`src/rtl/atten_rx_pkg.sv`:
```
// Package: shared constants for the serial attenuation receiver.
// Assumes one frame = attenuation word followed by address word.
package atten_rx_pkg;
    localparam int FRAME_BITS_DEF = 16;
    localparam int WORD_BITS_DEF  = 8;
    localparam int CODE_BITS_DEF  = 7;
    localparam int ADDR_BITS_DEF  = 3;
    localparam int SYNC_STAGES_DEF = 2;
    // Index of each serial pin inside the synchronised pin vector.
    typedef enum int {
        PIN_DATA  = 0,
        PIN_SCLK  = 1,
        PIN_LATCH = 2
    } ser_pin_e;
    localparam int N_PINS = 3;
endpackage

```
`src/rtl/atten_pin_sync.sv`:
```
// Module: multi-stage synchroniser for a vector of asynchronous pins.
// Assumes each pin is stable for several system cycles between changes.
module atten_pin_sync #(
    parameter int N      = 3,
    parameter int STAGES = 2
) (
    input  logic         clk,
    input  logic         rst_n,
    input  logic [N-1:0] pins_i,
    output logic [N-1:0] lvl_o
);
    for (genvar g = 0; g < N; g++) begin : g_pin
        logic [STAGES-1:0] chain_q;
        // Move the pin value one stage deeper each cycle.
        always_ff @(posedge clk) begin
            if (!rst_n) chain_q <= '0;
            else        chain_q <= {chain_q[STAGES-2:0], pins_i[g]};
        end
        assign lvl_o[g] = chain_q[STAGES-1];
    end
endmodule

```
`src/rtl/atten_edge.sv`:
```
// Module: rising-edge detector for synchronised levels.
// Assumes inputs are already in the clk domain; output is a one-cycle pulse.
module atten_edge #(
    parameter int N = 2
) (
    input  logic         clk,
    input  logic         rst_n,
    input  logic [N-1:0] lvl_i,
    output logic [N-1:0] rise_o
);
    logic [N-1:0] prev_q;
    // Remember last cycle's level of every input.
    always_ff @(posedge clk) begin
        if (!rst_n) prev_q <= '0;
        else        prev_q <= lvl_i;
    end
    assign rise_o = lvl_i & ~prev_q;
endmodule

```
`src/rtl/atten_frame_shift.sv`:
```
// Module: LSB-first frame shift register with a saturating bit counter.
// Assumes shift_en and clear_i never assert in the same cycle.
module atten_frame_shift #(
    parameter int FRAME_BITS = 16,
    parameter int WORD_BITS  = 8,
    parameter int CODE_BITS  = 7,
    parameter int ADDR_BITS  = 3,
    parameter int CNT_W      = 6
) (
    input  logic                 clk,
    input  logic                 rst_n,
    input  logic                 shift_en,
    input  logic                 bit_i,
    input  logic                 clear_i,
    output logic [CODE_BITS-1:0] code_o,
    output logic                 top_o,
    output logic [ADDR_BITS-1:0] addr_o,
    output logic [CNT_W-1:0]     count_o
);
    localparam logic [CNT_W-1:0] CNT_MAX = '1;
    logic [FRAME_BITS-1:0] frame_q;

    // New bit enters at the top so the first bit ends at position 0.
    always_ff @(posedge clk) begin
        if (!rst_n)        frame_q <= '0;
        else if (shift_en) frame_q <= {bit_i, frame_q[FRAME_BITS-1:1]};
    end

    // Count shifts since the last strobe, saturating.
    always_ff @(posedge clk) begin
        if (!rst_n)                              count_o <= '0;
        else if (clear_i)                        count_o <= '0;
        else if (shift_en && count_o != CNT_MAX) count_o <= count_o + 1'b1;
    end

    assign code_o = frame_q[CODE_BITS-1:0];
    assign top_o  = frame_q[WORD_BITS-1];
    assign addr_o = frame_q[WORD_BITS +: ADDR_BITS];
endmodule

```
`src/rtl/atten_commit.sv`:
```
// Module: address compare, output register and sticky error flags.
// Assumes latch_rise is a single-cycle pulse per strobe.
module atten_commit #(
    parameter int FRAME_BITS = 16,
    parameter int CODE_BITS  = 7,
    parameter int ADDR_BITS  = 3,
    parameter int CNT_W      = 6,
    parameter logic [CODE_BITS-1:0] RESET_CODE = '1
) (
    input  logic                 clk,
    input  logic                 rst_n,
    input  logic                 latch_rise,
    input  logic [CODE_BITS-1:0] code_i,
    input  logic                 top_i,
    input  logic [ADDR_BITS-1:0] addr_i,
    input  logic [ADDR_BITS-1:0] strap_i,
    input  logic [CNT_W-1:0]     count_i,
    output logic [CODE_BITS-1:0] atten_o,
    output logic                 d7_err_o,
    output logic                 len_err_o
);
    logic hit;
    assign hit = latch_rise && (addr_i == strap_i);

    // Load the code only on an addressed strobe.
    always_ff @(posedge clk) begin
        if (!rst_n)   atten_o <= RESET_CODE;
        else if (hit) atten_o <= code_i;
    end

    // Sticky flag for a set top bit in an addressed frame.
    always_ff @(posedge clk) begin
        if (!rst_n)            d7_err_o <= 1'b0;
        else if (hit && top_i) d7_err_o <= 1'b1;
    end

    // Sticky flag for a strobe after a wrong bit count.
    always_ff @(posedge clk) begin
        if (!rst_n) len_err_o <= 1'b0;
        else if (latch_rise && count_i != CNT_W'(FRAME_BITS)) len_err_o <= 1'b1;
    end
endmodule

```
`src/rtl/atten_serial_rx.sv`:
```
// Module: top of the addressable serial attenuation receiver.
// Assumes clk runs at least 8x the serial shift clock; pins are asynchronous.
module atten_serial_rx
    import atten_rx_pkg::*;
#(
    parameter int FRAME_BITS  = FRAME_BITS_DEF,
    parameter int WORD_BITS   = WORD_BITS_DEF,
    parameter int CODE_BITS   = CODE_BITS_DEF,
    parameter int ADDR_BITS   = ADDR_BITS_DEF,
    parameter int SYNC_STAGES = SYNC_STAGES_DEF
) (
    input  logic                 clk,
    input  logic                 rst_n,
    input  logic                 ser_data_i,
    input  logic                 ser_clk_i,
    input  logic                 ser_latch_i,
    input  logic [ADDR_BITS-1:0] strap_addr_i,
    output logic [CODE_BITS-1:0] atten_o,
    output logic                 d7_err_o,
    output logic                 len_err_o
);
    localparam int CNT_W = $clog2(FRAME_BITS + 1) + 1;

    logic [N_PINS-1:0]    pin_lvl;
    logic [1:0]           rise;
    logic                 sclk_rise, latch_rise, latch_lvl, shift_en;
    logic [CODE_BITS-1:0] code;
    logic                 top_bit;
    logic [ADDR_BITS-1:0] addr;
    logic [CNT_W-1:0]     count;

    atten_pin_sync #(.N(N_PINS), .STAGES(SYNC_STAGES)) u_sync (
        .clk(clk), .rst_n(rst_n),
        .pins_i({ser_latch_i, ser_clk_i, ser_data_i}),
        .lvl_o(pin_lvl)
    );

    atten_edge #(.N(2)) u_edge (
        .clk(clk), .rst_n(rst_n),
        .lvl_i({pin_lvl[PIN_LATCH], pin_lvl[PIN_SCLK]}),
        .rise_o(rise)
    );

    assign sclk_rise  = rise[0];
    assign latch_rise = rise[1];
    assign latch_lvl  = pin_lvl[PIN_LATCH];
    assign shift_en   = sclk_rise && !latch_lvl;

    atten_frame_shift #(
        .FRAME_BITS(FRAME_BITS), .WORD_BITS(WORD_BITS), .CODE_BITS(CODE_BITS),
        .ADDR_BITS(ADDR_BITS), .CNT_W(CNT_W)
    ) u_shift (
        .clk(clk), .rst_n(rst_n), .shift_en(shift_en), .bit_i(pin_lvl[PIN_DATA]),
        .clear_i(latch_rise), .code_o(code), .top_o(top_bit), .addr_o(addr),
        .count_o(count)
    );

    atten_commit #(
        .FRAME_BITS(FRAME_BITS), .CODE_BITS(CODE_BITS), .ADDR_BITS(ADDR_BITS),
        .CNT_W(CNT_W)
    ) u_commit (
        .clk(clk), .rst_n(rst_n), .latch_rise(latch_rise), .code_i(code),
        .top_i(top_bit), .addr_i(addr), .strap_i(strap_addr_i), .count_i(count),
        .atten_o(atten_o), .d7_err_o(d7_err_o), .len_err_o(len_err_o)
    );
endmodule

```
`config.mk`:
```
export PLATFORM = sky130hd
export DESIGN_NAME = atten_serial_rx
export DESIGN_NICKNAME = d
export VERILOG_FILES = /design/src/rtl/atten_rx_pkg.sv /design/src/rtl/atten_pin_sync.sv /design/src/rtl/atten_edge.sv /design/src/rtl/atten_frame_shift.sv /design/src/rtl/atten_commit.sv /design/src/rtl/atten_serial_rx.sv
export SDC_FILE = /design/constraint.sdc
export NUM_CORES = 1
export LEC_CHECK = 0
export CAP_MARGIN = 20
export CELL_PAD_IN_SITES_DETAIL_PLACEMENT = 0
export CELL_PAD_IN_SITES_GLOBAL_PLACEMENT = 1
export CORE_ASPECT_RATIO = 0.5
export CORE_MARGIN = 4
export CORE_UTILIZATION = 47
export DETAILED_ROUTE_END_ITERATION = 7
export PLACE_DENSITY = 0.85
export SLEW_MARGIN = 20
export SYNTH_ARGS = -nofsm -noshare
export SYNTH_HDL_FRONTEND = slang
export SYNTH_HIERARCHICAL = 1
export SYNTH_SLANG_ARGS = --single-unit
```
`constraint.sdc`:
```
create_clock -name clk -period 3.6 [get_ports clk]
set_input_delay 0.72 -clock clk [delete_from_list [all_inputs] [get_ports clk]]
set_output_delay 0.72 -clock clk [all_outputs]
set_load 0.02 [all_outputs]
```
* Word-level counts from Yosys, hierarchy flattened *
Cells that the tools add are included.

operators by class
  add/sub/neg operators = 1
  equality and inequality tests = 3
  bitwise gates (word level) = 3
  reduce and logical (&&, ||, !) cells = 7

operator list
  kind                   count
  $add A6 B1 Y6 const B  1
  $ne A6 B5 Y1 const B   1
  $ne A6 B6 Y1 const B   1
  $logic_and A1 B1 Y1    5
  $eq A3 B3 Y1           1
  $and A2 B2 Y2          1
  $not A2 Y2             1
  $reduce_or A2 Y1       1
  $logic_not A1 Y1       1
  $not A1 Y1             1

word-level totals
  bits in registers = 39
  input port bits = 8
  output and inout bits = 9

* Logic depth before layout (Yosys ltp) *
  depth in word-level cells = 4
  mapped depth = 7
  gate-level depth less buffers = 5

* Cells and area by module *
The synthesis kept the hierarchy.

by module, submodules not included
  module             times used  cells each  area an instance (um2)
  atten_frame_shift  1           96          1003.5
  atten_commit       1           41          422.9
  atten_pin_sync     1           15          180.2
  atten_edge         1           6           80.1
  atten_serial_rx    1           1           13.8

* Worst setup path after synthesis *
Ideal clock, no wire load.

  kind = input to register
  from = input port strap_addr_i[0]
  to = register u_commit.atten_o[0]
  setup time = 0.072 ns
  arrival = 1.399 ns
  required time = 3.528 ns
  path slack = 2.129 ns
  stages = 4
  path buffers = 1
  cells stage by stage = xnor2_1 and4_1 buf_2 mux2i_1

on the way
  cells in the longest elaborated chain, start to end = 2

RTL lines
  what                    line                   source
  start: declaration      atten_serial_rx.sv:17  input logic [ADDR_BITS-1:0] strap_addr_i,
  $eq A3 B3 Y1            atten_commit.sv:23     assign hit = latch_rise && (addr_i == strap_i);
  $logic_and A1 B1 Y1     atten_commit.sv:23
  end signal: assignment  atten_commit.sv:28     else if (hit) atten_o <= code_i;
  end: declaration        atten_commit.sv:18     output logic [CODE_BITS-1:0] atten_o,

Every way passes these cells.
A chain may end at the register's enable or synchronous reset.

* Worst setup path after layout *
  from = input port rst_n
  to = register u_shift.count_o[4]

on the way
  cells in the longest elaborated chain, start to end = 2

RTL lines
  what                        line                     source
  start: declaration          atten_serial_rx.sv:13    input logic rst_n,
  $not A1 Y1 (no line)        -
  $reduce_or A2 Y1 (no line)  -
  end signal: assignment      atten_frame_shift.sv:33  else if (shift_en && count_o != CNT_MAX) count_o <= count_o + 1'b1;
  end: declaration            atten_frame_shift.sv:18  output logic [CNT_W-1:0] count_o

Every way passes these cells.

==> flow_metrics.env <==
export IMPL_end_kind="flip-flop"
export IMPL_synth_seq_cells=39
export IMPL_max_slew_margin_pct=48.1
export IMPL_tns_ns=0
export IMPL_path_cells="clkdlybuf4s50_1 -> buf_4 -> nand2b_1 -> nor3_1"
export IMPL_status="complete, no violations"
export IMPL_synth_fa_ha_area_share_pct=0.736
export IMPL_dieHeight_um=50.5
export IMPL_cp_required_ns=3.81
export IMPL_final_max_slew_viol_count=0
export IMPL_coreArea_mm2=0.00345
export IMPL_syn_area_mm2=0.00170
export IMPL_final_nets=174
export IMPL_layout_min_cycle_time_ns=1.99
export IMPL_yosys_warnings=6
export IMPL_slowest_delay_ns=0.89
export IMPL_regToRegEndpoint="u_shift/count_o[5]"
export IMPL_grt_pass1_wl_um=4330
export IMPL_synth_enable_flop_cells=0
export IMPL_synth_top_family_by_area="simple AND/OR/NAND/NOR gates"
export IMPL_postSynthAreaPerCell_um2=10.7
export IMPL_antenna_found_initial=0
export IMPL_holdWs_ns=0.440
export IMPL_finalSetupViolCount=0
export IMPL_clk_insertion_delay_late_ns=0.29
export IMPL_grt_overflow=0
export IMPL_r2r_start="u_sync/g_pin[1].chain_q[1]"
export IMPL_drt_pass1_iter_count=4
export IMPL_critPathSlowestCell="clkdlybuf4s50_1"
export IMPL_syn_nets=168
export IMPL_num_fill_cells=329
export IMPL_skew_ns=0.00615
export IMPL_wl_per_cell_um=11.6
export IMPL_multi_input_area_um2=782
export IMPL_die_x_um=93.1
export IMPL_cp_startpoint="rst_n"
export IMPL_post_cts_resize_count=0
export IMPL_synth_distinct_cells=34
export IMPL_ctsHoldBuffers=0
export IMPL_leakage_nw=0.660
export IMPL_num_rows=15
export IMPL_io_buffers=16
export IMPL_ys_flop_type="dfxtp_1"
export IMPL_r2r_cells=5
export IMPL_muxShareOfSynthArea_pct=14.1
export IMPL_critical_path_max_fanout=25
export IMPL_cts_inserted_buffers=5
export IMPL_drc=0
export IMPL_ff2ff_setup_slack_ns=1.69
export IMPL_synthXorXnorAreaFrac_pct=1.55
export IMPL_synth_compound_area_share_pct=4.78
export IMPL_grtUsageTotal_pct=12.0
export IMPL_tightest_slew_ns=0.778
export IMPL_hold_viol=0
export IMPL_startpoint_type="primary input"
export IMPL_synth_simple_area_share_pct=24.8
export IMPL_synth_top_area_share_pct=45.9
export IMPL_cts_setup_buffers=0
export IMPL_hold_path_class="reg2reg"
export IMPL_ant_nets=0
export IMPL_vdd_ir_drop_max_mv=0.228
export IMPL_syn_to_final_growth_pct=13.1
export IMPL_io_pins=17
export IMPL_die_area_mm2=0.00470
export IMPL_power_density_mw_per_mm2=446
export IMPL_cts_max_path_buffers=2
export IMPL_htree_levels=2
export IMPL_first_iter_violations=32
export IMPL_drv_cap=0
export IMPL_grt_max_degree=26
export IMPL_crit_end="u_shift/count_o[4]"
export IMPL_timing_worst_setup_path_type="in2reg"
export IMPL_synth_area_top_cells="dfxtp_1 46%, mux2i_1 14%, nor2b_1 12%"
export IMPL_clkSlewWorstSetupHoldPaths_ns=0.07
export IMPL_cts_sinks=39
export IMPL_async_flop_share_pct=0
export IMPL_via_per_inst=4.72
export IMPL_first_global_vias=991
export IMPL_place_gp_congestion=0.802
export IMPL_fmax_ghz=0.503
export IMPL_vias=1025
export IMPL_cp_arrival_ns=2.20
export IMPL_start_util_pct=49.2
export IMPL_dp_final_hpwl_um=1730
export IMPL_n_antenna_cell=0
export IMPL_layout_drive_gt1_share_pct=11.4
export IMPL_yosysTopAreaCell="dfxtp_1"
export IMPL_regArea_um2=781
export IMPL_min_period_over_period_pct=55.3
export IMPL_synthCells=159
export IMPL_rsz0062_at_grt="no"
export IMPL_totalWireLength_um=2520
export IMPL_clockRootBuffer="clkbuf_8"
export IMPL_cts_tree="done"
export IMPL_yosysSeqAreaShare_pct=45.9
-- registers in the layout, summed over array words and instances, names as in the netlist --
register / flops
u_commit/d7_err_o: 1
u_edge/prev_q: 2
u_shift/frame_q: 16
u_sync/g_pin.chain_q: 6
u_commit/atten_o: 7
u_shift/count_o: 6
u_commit/len_err_o: 1
-- metrics by stage --
step	std cells	setup slack, ns	utilization [%]	area (µm²)	total power [W]
floorplan	159	2.13	-	1700	0.000482
global placement	209	1.34	52.3	1810	0.000498
detailed placement	209	1.28	52.3	1810	0.000499
CTS	217	1.57	55.7	1920	0.000874
global route	217	1.44	55.7	1920	0.000893
finish	217	1.61	55.7	1920	0.000857
-- cell usage after synthesis, types with 2 or more instances --
| master | count |
|---|---|
| and2_1 | 9 |
| buf_2 | 2 |
| nor2b_1 | 32 |
| a21oi_1 | 2 |
| nor3_1 | 3 |
| nor2b_4 | 3 |
| clkbuf_1 | 2 |
| buf_4 | 14 |
| a31oi_1 | 3 |
| xnor2_1 | 3 |
| dfxtp_1 | 39 |
| mux2i_1 | 24 |
| nand2b_1 | 2 |
-- logic make-up (layout without fill, tap and decap cells) --
kind of cell | after synthesis | count (layout)
buffers and inverters | 20 | 27
XOR/XNOR | 3 | 3
AND/OR/NAND/NOR | 61 | 61
flip-flops | 39 | 39
multiplexers | 24 | 24
AO/OA/AOI/OAI | 11 | 11
adder cells (fa/ha/maj) | 1 | 1
-- per-layer routing --
layer	track usage, %	wire [µm]	vias up
met3	4.49	71	2
met4	5.11	17	0
met2	19.5	1200	9
li1	-	-	539
met1	14.3	1240	475
met5	0	0	-
-- worst min-delay path by stage --
| stage | start | endpoint | slack [ns] | cells past startpoint |
|---|---|---|---|---|
| floorplan | u_sync/g_pin[0].chain_q[0] | u_sync/g_pin[0].chain_q[1] | 0.41 | 1 |
| global placement | u_sync/g_pin[0].chain_q[0] | u_sync/g_pin[0].chain_q[1] | 0.43 | 1 |
| detailed placement | u_sync/g_pin[1].chain_q[0] | u_sync/g_pin[1].chain_q[1] | 0.43 | 1 |
| CTS | u_sync/g_pin[1].chain_q[0] | u_sync/g_pin[1].chain_q[1] | 0.44 | 1 |
| global route | u_sync/g_pin[1].chain_q[0] | u_sync/g_pin[1].chain_q[1] | 0.47 | 1 |
| finish | u_sync/g_pin[1].chain_q[0] | u_sync/g_pin[1].chain_q[1] | 0.44 | 1 |
-- layout make-up --
cell class                      count  area share, %
Multi-Input combinational cell    100           40.7
Clock inverter                      2           1.82
Timing Repair Buffer               18           9.11
Inverter                            1          0.195
Sequential cell                    39           40.6
Tap cell                           51           3.32
Clock buffer                        6           4.29
-- where the power goes --
part,switching [W],leakage (nW),internal [W]
sequential,0.00000368,0.316,0.000437
combinational,0.0000198,0.283,0.0000272
clock,0.000145,0.0612,0.000224
-- placed cells by master (no fill, tap or decap), drive strengths merged, types with 2 or more instances in the layout --
| master | count |
|---|---|
| and4 | 2 |
| xnor2 | 3 |
| a21oi | 2 |
| a31oi | 3 |
| nor3 | 3 |
| mux2i | 24 |
| nand2 | 2 |
| clkdlybuf4s50 | 16 |
| nor2b | 35 |
| buf | 2 |
| dfxtp | 39 |
| clkbuf | 6 |
| nand3 | 2 |
| nand2b | 2 |
| and2 | 9 |
-- critical path, delay by kind of cell --
kind | cells | cell delay (ns)
simple gates | 2 | 0.32
buf+inv | 2 | 1.15
No activity file was read; power rests on OpenSTA's default activity.
